[config.mk]
export PLATFORM = sky130hd
export DESIGN_NAME = ovf_sync_fifo
export DESIGN_NICKNAME = d
export VERILOG_FILES = /design/src/rtl/ovf_fifo_pkg.sv /design/src/rtl/ovf_fifo_grant.sv /design/src/rtl/ovf_fifo_track.sv /design/src/rtl/ovf_fifo_store.sv /design/src/rtl/ovf_sync_fifo.sv
export SDC_FILE = /design/constraint.sdc
export NUM_CORES = 1
export LEC_CHECK = 0
export BUFFER_PORTS_ARGS = -buffer_cell sky130_fd_sc_hd__buf_2
export CORE_ASPECT_RATIO = 1.5
export CORE_MARGIN = 3
export CORE_UTILIZATION = 35
export DETAILED_ROUTE_END_ITERATION = 8
export SYNTH_ARGS = -nofsm -noshare
export SYNTH_HDL_FRONTEND = slang
export SYNTH_SLANG_ARGS = --single-unit
[constraint.sdc]
create_clock -name clk -period 2.7 [get_ports clk]
set_input_delay 0.405 -clock clk [delete_from_list [all_inputs] [get_ports clk]]
set_output_delay 0.405 -clock clk [all_outputs]
set_load 0.02 [all_outputs]
[src/rtl/ovf_fifo_pkg.sv]
package ovf_fifo_pkg;

   // Decision taken for one cycle of requests
   typedef struct packed {
      logic wr_acc;   // write is performed
      logic rd_acc;   // read is performed
      logic ovf;      // write refused because the buffer is full
   } fifo_grant_t;

   function automatic bit is_pow2(input int unsigned v);
      return (v >= 2) && ((v & (v - 1)) == 0);
   endfunction

endpackage

[src/rtl/ovf_fifo_grant.sv]
module ovf_fifo_grant
   import ovf_fifo_pkg::*;
(
   input  logic        wr_req,
   input  logic        rd_req,
   input  logic        next_wr_ovf,
   input  logic        next_rd_unf,
   output fifo_grant_t grant
);

   always_comb begin
      // A read from an empty buffer fails regardless of a concurrent write
      grant.rd_acc = rd_req && !next_rd_unf;
      // A write while full only succeeds if a read frees a slot
      grant.wr_acc = wr_req && (!next_wr_ovf || grant.rd_acc);
      grant.ovf    = wr_req && next_wr_ovf && !grant.rd_acc;
   end

endmodule

[src/rtl/ovf_fifo_track.sv]
module ovf_fifo_track
   import ovf_fifo_pkg::*;
#(
   parameter int unsigned DEPTH  = 16,
   localparam int unsigned AW    = $clog2(DEPTH)
) (
   input  logic          clk,
   input  logic          rst,
   input  fifo_grant_t   grant,
   output logic [AW-1:0] wr_ptr,
   output logic [AW-1:0] rd_ptr,
   output logic [AW-1:0] fill,
   output logic          next_wr_ovf,
   output logic          next_rd_unf,
   output logic          err
);

   localparam logic [AW-1:0] FULL_LVL = AW'(DEPTH - 1);

   logic [AW-1:0] wr_ptr_q = '0;
   logic [AW-1:0] rd_ptr_q = '0;
   logic [AW-1:0] fill_q   = '0;
   logic          ovf_q    = 1'b0;
   logic          unf_q    = 1'b1;
   logic          err_q    = 1'b0;
   logic [AW-1:0] fill_nxt;

   always_comb begin
      fill_nxt = fill_q + AW'(grant.wr_acc) - AW'(grant.rd_acc);
   end

   always_ff @(posedge clk) begin
      if (rst) begin
         wr_ptr_q <= '0;
         rd_ptr_q <= '0;
         fill_q   <= '0;
         ovf_q    <= 1'b0;
         unf_q    <= 1'b1;
         err_q    <= 1'b0;
      end else begin
         if (grant.wr_acc) wr_ptr_q <= wr_ptr_q + 1'b1;
         if (grant.rd_acc) rd_ptr_q <= rd_ptr_q + 1'b1;
         fill_q <= fill_nxt;
         ovf_q  <= (fill_nxt == FULL_LVL);
         unf_q  <= (fill_nxt == '0);
         if (grant.ovf) err_q <= 1'b1;
      end
   end

   assign wr_ptr      = wr_ptr_q;
   assign rd_ptr      = rd_ptr_q;
   assign fill        = fill_q;
   assign next_wr_ovf = ovf_q;
   assign next_rd_unf = unf_q;
   assign err         = err_q;

endmodule

[src/rtl/ovf_fifo_store.sv]
module ovf_fifo_store #(
   parameter int unsigned DATA_W      = 8,
   parameter int unsigned DEPTH       = 16,
   parameter bit          CLEAR_STORE = 1'b0,
   localparam int unsigned AW         = $clog2(DEPTH)
) (
   input  logic              clk,
   input  logic              rst,
   input  logic              wr_en,
   input  logic [AW-1:0]     wr_addr,
   input  logic [DATA_W-1:0] wr_data,
   input  logic [AW-1:0]     rd_addr,
   output logic [DATA_W-1:0] rd_data
);

   logic [DATA_W-1:0] words [DEPTH];

   for (genvar i = 0; i < DEPTH; i++) begin : g_word
      logic [DATA_W-1:0] q = '0;
      logic              hit;
      assign hit = wr_en && (wr_addr == AW'(i));
      if (CLEAR_STORE) begin : g_clr
         always_ff @(posedge clk) begin
            if (rst)      q <= '0;
            else if (hit) q <= wr_data;
         end
      end else begin : g_keep
         always_ff @(posedge clk) begin
            if (hit) q <= wr_data;
         end
      end
      assign words[i] = q;
   end

   assign rd_data = words[rd_addr];

endmodule

[src/rtl/ovf_sync_fifo.sv]
module ovf_sync_fifo
   import ovf_fifo_pkg::*;
#(
   parameter int unsigned DATA_W      = 8,
   parameter int unsigned DEPTH       = 16,
   parameter bit          CLEAR_STORE = 1'b0
) (
   input  logic                     clk,
   input  logic                     rst,
   input  logic                     wr_req,
   input  logic [DATA_W-1:0]        wr_data,
   input  logic                     rd_req,
   output logic [DATA_W-1:0]        rd_data,
   output logic                     not_empty,
   output logic [$clog2(DEPTH)-1:0] fill,
   output logic                     err
);

   localparam int unsigned AW = $clog2(DEPTH);

   if (!is_pow2(DEPTH)) begin : g_bad_depth
      $error("ovf_sync_fifo: DEPTH must be a power of two and at least 2");
   end
   if (DATA_W < 1) begin : g_bad_width
      $error("ovf_sync_fifo: DATA_W must be at least 1");
   end

   fifo_grant_t   grant;
   logic          next_wr_ovf;
   logic          next_rd_unf;
   logic [AW-1:0] wr_ptr;
   logic [AW-1:0] rd_ptr;

   ovf_fifo_grant u_grant (
      .wr_req      (wr_req),
      .rd_req      (rd_req),
      .next_wr_ovf (next_wr_ovf),
      .next_rd_unf (next_rd_unf),
      .grant       (grant)
   );

   ovf_fifo_track #(.DEPTH(DEPTH)) u_track (
      .clk         (clk),
      .rst         (rst),
      .grant       (grant),
      .wr_ptr      (wr_ptr),
      .rd_ptr      (rd_ptr),
      .fill        (fill),
      .next_wr_ovf (next_wr_ovf),
      .next_rd_unf (next_rd_unf),
      .err         (err)
   );

   ovf_fifo_store #(
      .DATA_W      (DATA_W),
      .DEPTH       (DEPTH),
      .CLEAR_STORE (CLEAR_STORE)
   ) u_store (
      .clk     (clk),
      .rst     (rst),
      .wr_en   (grant.wr_acc),
      .wr_addr (wr_ptr),
      .wr_data (wr_data),
      .rd_addr (rd_ptr),
      .rd_data (rd_data)
   );

   assign not_empty = !next_rd_unf;

endmodule

## Yosys cells after proc, flatten, opt, wreduce, memory -nomap -nowiden

Cells that the tools add are included.
W data, S select, Z words.

- Output and inout port bits: 14
- Logic and storage cells: 73
- Register bits after elaboration: 143
- Bits of input ports: 12

- Muxes and demuxes: 3
- Add/subtract/negate cells: 4
- Bitwise operators: 1
- Equal/unequal tests: 16
- Reduce and logical (&&, ||, !) cells: 26
- Magnitude comparators: 1

Operators by type and width:

| kind | number |
|---|---|
| $eq A4 B4 Y1 const B | 9 |
| $bmux W8 S4 | 1 |
| $logic_and A1 B1 Y1 | 20 |
| $eq A4 B3 Y1 const B | 4 |
| $mux W8 | 2 |
| $add A4 B1 Y4 const B | 2 |
| $eq A4 B2 Y1 const B | 2 |
| $logic_not A4 Y1 | 2 |
| $ge A5 B5 Y1 const B | 1 |
| $not A4 Y5 | 1 |
| $add A4 B1 Y4 | 1 |
| $eq A4 B1 Y1 const B | 1 |
| $sub A4 B1 Y4 | 1 |
| $logic_not A1 Y1 | 3 |
| $logic_or A1 B1 Y1 | 1 |

## Depth between registers and ports, before layout

Gate-level depths: netlist of the first run.

- Depth after elaboration: 7
- Gate-level depth with buffers: 10
- Mapped depth without buffers: 10

## Modules after synthesis

Synthesis of the first run repeated with hierarchy kept, for this count alone.

- Cell total of the unflattened synthesis: 294
- Area total of the unflattened synthesis: 5681.7 um^2

By module, submodules not included:

| module | area each (um^2) | sequential area each (um^2) | times used | cells each |
|---|---|---|---|---|
| ovf_fifo_store | 4987.3 | 3843.7 | 1 | 221 |
| ovf_fifo_track | 659.4 | 300.3 | 1 | 68 |
| ovf_fifo_grant | 31.3 | 0.0 | 1 | 4 |
| ovf_sync_fifo | 3.8 | 0.0 | 1 | 1 |

## Least setup slack after synthesis of the first run

No wires, ideal clock.

- Path type: in2reg
- From: in rd_req
- To: reg u_track.ovf_q, in the netlist u_track.next_wr_ovf
- Setup slack: 283 ps
- Data arrival time: 2321 ps
- Library setup time: 96 ps
- Stages: 10
- Data required time: 2604 ps
- Path buffers: 0
- Path through: or2b_2 > a21boi_2 > inv_1 > ha_1 > inv_1 > ha_1 > inv_1 > fa_1 > xor2_1 > nor4b_1

- Cells in the longest elaborated chain, start to end: 6

RTL lines:

| what | RTL line | text |
|---|---|---|
| start, declared | ovf_sync_fifo.sv:12 | `input logic rd_req,` |
| $logic_and A1 B1 Y1 (*) | ovf_fifo_grant.sv:13 | `grant.rd_acc = rd_req && !next_rd_unf;` |
| $logic_or A1 B1 Y1 | ovf_fifo_grant.sv:15 | `grant.wr_acc = wr_req && (!next_wr_ovf \|\| grant.rd_acc);` |
| $logic_and A1 B1 Y1 | ovf_fifo_grant.sv:15 |  |
| $add A4 B1 Y4 | ovf_fifo_track.sv:29 | `fill_nxt = fill_q + AW'(grant.wr_acc) - AW'(grant.rd_acc);` |
| $sub A4 B1 Y4 (*) | ovf_fifo_track.sv:29 |  |
| $eq A4 B4 Y1 (*) | ovf_fifo_track.sv:44 | `ovf_q <= (fill_nxt == FULL_LVL);` |
| end signal, assigned | ovf_fifo_track.sv:44 |  |
| end, declared | ovf_fifo_track.sv:23 | `logic ovf_q = 1'b0;` |

Mark *: on every way between the ends. The rest lies on a longest branch, timed or not.
A chain may end at the register's enable or synchronous reset.

## Worst setup path in the final report of the first run

- From: reg u_track.rd_ptr_q[0], in the netlist u_track.rd_ptr[0]
- To: out rd_data[6]

- Cells in the longest elaborated chain, start to end: 4

RTL lines:

| what | RTL line | text |
|---|---|---|
| start, declared | ovf_fifo_track.sv:21 | `logic [AW-1:0] rd_ptr_q = '0;` |
| start signal, assigned | ovf_fifo_track.sv:42 | `if (grant.rd_acc) rd_ptr_q <= rd_ptr_q + 1'b1;` |
| $not A4 Y5 (not written as such) | ovf_fifo_store.sv:35 | `assign rd_data = words[rd_addr];` |
| $bmux W8 S4 | ovf_fifo_store.sv:35 |  |
| $mux W8 (not written as such) (2 in a row) | ovf_fifo_store.sv:35 |  |
| end, declared | ovf_sync_fifo.sv:13 | `output logic [DATA_W-1:0] rd_data,` |

Every way passes these cells. The select of a mux whose other input is x is not followed.

==> reports/results.tsv, run 1 <==
metric	value	unit
commonest non-fill, non-tap cell in the layout	edfxtp_1	
vias	2834	
proportion of synthesized area in mux cells	13.8	%
Syn Inst Count	298	
ranking of synthesized cells by area	edfxtp_1 (67%), mux4_1 (7.3%), mux4_2 (6.3%), dfxtp_1 (5.2%), a22oi_1 (2.1%)	
Reg clk slew, reported paths	0.06	ns
CP max FO	16	
drt via density	5.02	
global-route wire length before repair	17200	um
CP peak stage delay	0.56	ns
DR iter-0 viols	187	
area added between synthesis and finish	18.0	%
Worst R2R End	u_track.next_wr_ovf	
worst clock skew	0.00808	ns
largest net degree at the start of global routing	33	
vias in the first global route	2979	
ant diodes	0	
pre-CTS setup slack	0.200	ns
initial antenna violation count	0	
Root Driver	clkbuf_16	
Detailed Routing Iterations Pass 1	6	
Final ANT Viol Nets	0	
WHS	0.300	ns
final max-slew violation count	0	
crit start category	flop	
die area	0.0179	sq mm
most frequent cells in the layout	edfxtp_1 (128), nor2_1 (25), buf_2 (25), buf_4 (20), clkbuf_16 (18)	
Setup-failing EPs final	0	
final hold violation count	0	
Critical Path AT	2.14	ns
crit path kind	flop to output port	
syn nets	320	
CTS tree	done	
area fraction of the dominant cell type after synthesis	67.2	%
area of the core	0.0158	sq mm
Setup crit start	u_track.rd_ptr[0]	
worst reg-to-reg setup slack	0.38	ns
Synth Area in Adders	2.32	%
CTS Buffer Depth	2	
Critical Path Sink	rd_data[6]	
initial core utilization	36.1	%
Num Clock Sinks	143	
Cell Rows	56	
hold crit path type	input port to flop	
Ys Warns	0	
layout cell share with drive strength beyond 1	26.2	%
Die Height	163	um
Post-Syn Area	0.00572	sq mm
Worst Path Required	2.30	ns
RSZ-0062 raised after global routing	no	
worst skew pair latency	0.41	ns
Rel. slew slack	42.2	%
WL/cell	19.4	um
outcome	finished, final reports clean	
Syn Area/Cell	19.2	sq um
Layout Nets	373	
WL final	11000	um
H-tree depth	4	
Max VDD drop	0.485	mV
Chip Width	110	um
input/output buffers	25	
largest family of logic cells by synthesized area	multiplexers	
CP bufs+invs	2	
Post-Synth XOR/XNOR Area	1.38	%
Power Density	847	mW/mm^2
total CTS buffers	17	
All-Layer GR Usage	13.5	%
Yosys top cell by area	edfxtp_1	
Worst path slowest cell	mux4_1	
Synth Register Bits	143	
Final HPWL DP	7190	um
crit-path leading delay family	multiplexers	
Synth Area in Compound Gates	3.15	%
Util after Layout	42.6	%
crit-path cells	buf_12 > mux4_1 > a22oi_1 > nand2_1 > buf_2	
Placer Congestion	0.792	
Crit. path cell count	5	
Lkg Pwr	2.31	nW
r2r startpoint	u_track.next_rd_unf	
Max Freq	393	MHz
setup TNS	0	ns
Worst Min Path Start	wr_req	
Overflow after GRT	0	
drt drc	0	
Simple-Gate Fraction of Synth Area	4.07	%
Synth cell types	35	
Final WS setup	0.156	ns
max_cap viols	0	
Seq/Total Area, Yosys	72.4	%
Ports	26	
post-layout min period	2.54	ns
hold buffers post-CTS	0	
Final period util	94.2	%
CP Capture Type	output port	
Worst-Margin Slew	0.864	ns
number of cells on the worst reg-to-reg path	10	
[synth_stat cells (all sizes together)]
master,instances
edfxtp,128
mux4,32
nor2,25
a22oi,16
dfxtp,15
nand2,15
inv,11
ha,9
buf,7
xor2,6
clkbuf,4
nor3,4
clkdlybuf4s25,3
xnor2,3
a21oi,2
nand2b,2
o211ai,2
a21boi,1
a21o,1
a31oi,1
a41o,1
and2,1
and2b,1
and3,1
clkinv,1
fa,1
mux2i,1
nand4,1
nor2b,1
nor4b,1
or2b,1
[state kept, by name, indices dropped and copies added (netlist names)]
name	count
u_track.next_rd_unf	1
u_track.fill	4
u_track.rd_ptr	4
u_track.next_wr_ovf	1
u_track.err	1
u_track.wr_ptr	4
u_store.g_word.q	128
[worst min-delay path by stage]
stage                   endpoint  cells after the start  slack, ns
2_1_floorplan  u_track.rd_ptr[1]                      1       0.47
3_3_place_gp         u_track.err                      2       0.49
3_5_place_dp         u_track.err                      2       0.47
4_1_cts              u_track.err                      3       0.29
5_1_grt              u_track.err                      3       0.33
6_report             u_track.err                      3       0.30
[power by group]
| part | internal, W | switching [W] | total [W] |
|---|---|---|---|
| registers | 0.00250 | 0.0000623 | 0.00257 |
| clock network | 0.00133 | 0.000828 | 0.00216 |
| logic | 0.000453 | 0.000536 | 0.000989 |
| total | 0.00429 | 0.00143 | 0.00572 |
[metrics by stage]
| step | power, W | instance area [sq um] | cells |
|---|---|---|---|
| 2_1_floorplan | 0.00332 | 5720 | 298 |
| 3_3_place_gp | 0.00357 | 6170 | 534 |
| 3_5_place_dp | 0.00359 | 6170 | 534 |
| 4_1_cts | 0.00575 | 6730 | 564 |
| 5_1_grt | 0.00599 | 6750 | 565 |
| 6_report | 0.00572 | 6750 | 565 |
[metal layers]
metal | track usage, % | vias to the layer above | share of wire [%]
met1 | 15.5 | 1443 | 40
met3 | 3.57 | 21 | 3.9
li1 | - | 1297 | -
met2 | 23.1 | 73 | 53
met4 | 6.11 | 0 | 2.6
met5 | 0 | - | 0
[repair_timing]
item                       4_1_cts  5_1_grt
setup buffers                    0        0
gates resized for setup          0        1
setup endpoints to repair        0        7
[worst register-to-register path, cell delays in order, from the launching register on]
cell and delay, ns:
dfxtp_1 0.32, or2b_2 0.33, a21boi_2 0.16, inv_1 0.06, ha_1 0.26, inv_1 0.06
ha_1 0.15, inv_1 0.05, fa_1 0.37, xor2_1 0.18, nor4b_1 0.28
[area by class of cell]
class / count / area [sq um]
clock buffers: 17 / 425
inverters: 12 / 45.0
clock inverters: 13 / 125
repair buffers: 48 / 340
well taps: 203 / 254
flip-flops and latches: 143 / 4150
fillers: 1419 / 9080
multi-input cells: 129 / 1420
[kinds of logic (layout without fill, tap and decap cells)]
kind of cell,after synthesis,after routing
flops,143,143
compound gates,24,24
simple gates,53,53
mux,33,33
fa+ha+maj,10,10
xor+xnor,9,9
buf+inv,26,90
No activity file was read; power rests on OpenSTA's default activity.
==> run 2: changes to the inputs <==
Settings changed: GPL_TIMING_DRIVEN set to 0.
==> reports/results.tsv, run 2 (same netlist as run 1, synthesis figures left out) <==
metric	value	unit
WL final	11300	um
Final HPWL DP	7470	um
total CTS buffers	17	
Max VDD drop	0.488	mV
Num Clock Sinks	143	
input/output buffers	25	
layout cell share with drive strength beyond 1	27.2	%
register share of total power	44.5	%
Die Height	163	um
Post-CTS Repair Setup Buffers	0	
worst skew pair latency	0.42	ns
DR iter-0 viols	177	
Chip Width	110	um
largest net degree at the start of global routing	17	
Setup-failing EPs final	0	
Largest register FFs	128	
die area	0.0179	sq mm
area of the core	0.0158	sq mm
Cell Rows	56	
Util after Layout	42.5	%
Final ANT Viol Nets	0	
Max Freq	383	MHz
Final period util	96.8	%
vias in the first global route	2920	
Root Driver	clkbuf_16	
Power Density	851	mW/mm^2
CP Capture Type	output port	
ant diodes	0	
commonest non-fill, non-tap cell in the layout	edfxtp_1	
post-layout min period	2.61	ns
final max-slew violation count	0	
crit-path cells	buf_6 > buf_12 > mux4_1 > a22oi_1 > nand2_1 > buf_2	
Reg clk slew, reported paths	0.06	ns
Biggest register	u_store.g_word.q	
Layout Nets	365	
Worst-Margin Slew	0.870	ns
met1 GRT Util	17.2	%
P_int	0.00417	W
CP peak stage delay	0.55	ns
Rel. slew slack	41.8	%
drt via density	4.98	
drt drc	0	
Detailed Routing Iterations Pass 1	6	
WL/cell	20.2	um
Ports	26	
setup TNS	0	ns
Overflow after GRT	0	
Worst path slowest cell	mux4_1	
max_cap viols	0	
global-route wire length before repair	17400	um
combinational share of power	17.9	%
crit start category	flop	
hold crit path type	input port to flop	
H-tree depth	4	
Lkg Pwr	2.27	nW
CP bufs+invs	3	
Placer Congestion	0.729	
Worst Path Required	2.30	ns
All-Layer GR Usage	13.7	%
met3 usage	3.65	%
CTS Buffer Depth	2	
most frequent cells in the layout	edfxtp_1 (128), buf_2 (27), nor2_1 (25), clkbuf_16 (17)	
Net Sw Power	0.00156	W
initial antenna violation count	0	
Critical Path AT	2.21	ns
gr busiest metal	met2	
crit path kind	flop to output port	
outcome	finished, final reports clean	
final hold violation count	0	
crit-path leading delay family	multiplexers	
sw frac	27.2	%
Clock power frac	37.6	%
worst clock skew	0.0123	ns
Global Route met2 Usage	21.9	%
CP max FO	10	
CTS tree	done	
vias	2786	
initial core utilization	36.1	%
area added between synthesis and finish	17.7	%
Tot Pwr	0.00573	W
==> run 2: changes by cell type in the layout (fill, tap and decap cells not counted), sizes merged <==
cell	delta
clkbuf	+3
buf	-14
clkdlybuf4s25	+3
bufinv	-2
inv	+6
clkinv	-2
==> run 2: timing repair <==
item,in CTS,in global routing
endpoints found under the setup margin,16,20
hold buffers,0,0
resized for setup,8,6
==> run 2: area by class of cell <==
class / instances / area, sq um
inverters: 12 / 45.0
repair buffers: 26 / 133
flip-flops and latches: 143 / 4140
fillers: 1431 / 9100
clock buffers: 17 / 425
clock inverters: 15 / 131
multi-input cells: 129 / 1480
well taps: 203 / 254
plain buffers: 14 / 121
==> run 2: worst paths after layout <==
path                       start  slack (ns)  cells after the start                   to
max            u_track.rd_ptr[0]        0.09                      6           rd_data[2]
min                          rst        0.21                      2    u_track.rd_ptr[1]
max reg2reg  u_track.next_rd_unf        0.20                     10  u_track.next_wr_ovf
min reg2reg          u_track.err        0.48                      2          u_track.err
==> run 2: stage by stage <==
step                      cell area (sq um)  std cells  hold slack (ns)  setup WS (ns)
final                                  6730        559            0.214         0.0876
after global routing                   6730        559            0.201       -0.00435
after CTS                              6690        558            0.187         0.0200
after detailed placement               6100        526            0.467         -0.169
after global placement                 6100        526            0.464         -0.146
after floorplan                        5720        298            0.474          0.283
==> run 2: layer usage <==
metal  up-vias  routed length, um
met4         0                221
met2        55               5930
met3        11                365
met1      1432               4780
met5         -                  0
li1       1288                  -
==> run 2: power by group through the flow <==
stage	registers, W	logic [W]	clock network, W
finish	0.00255	0.00102	0.00215
global route	0.00256	0.00113	0.00232
CTS	0.00255	0.00103	0.00222
detailed placement	0.00260	0.00101	0
global placement	0.00259	0.000992	0
floorplan	0.00262	0.000700	0
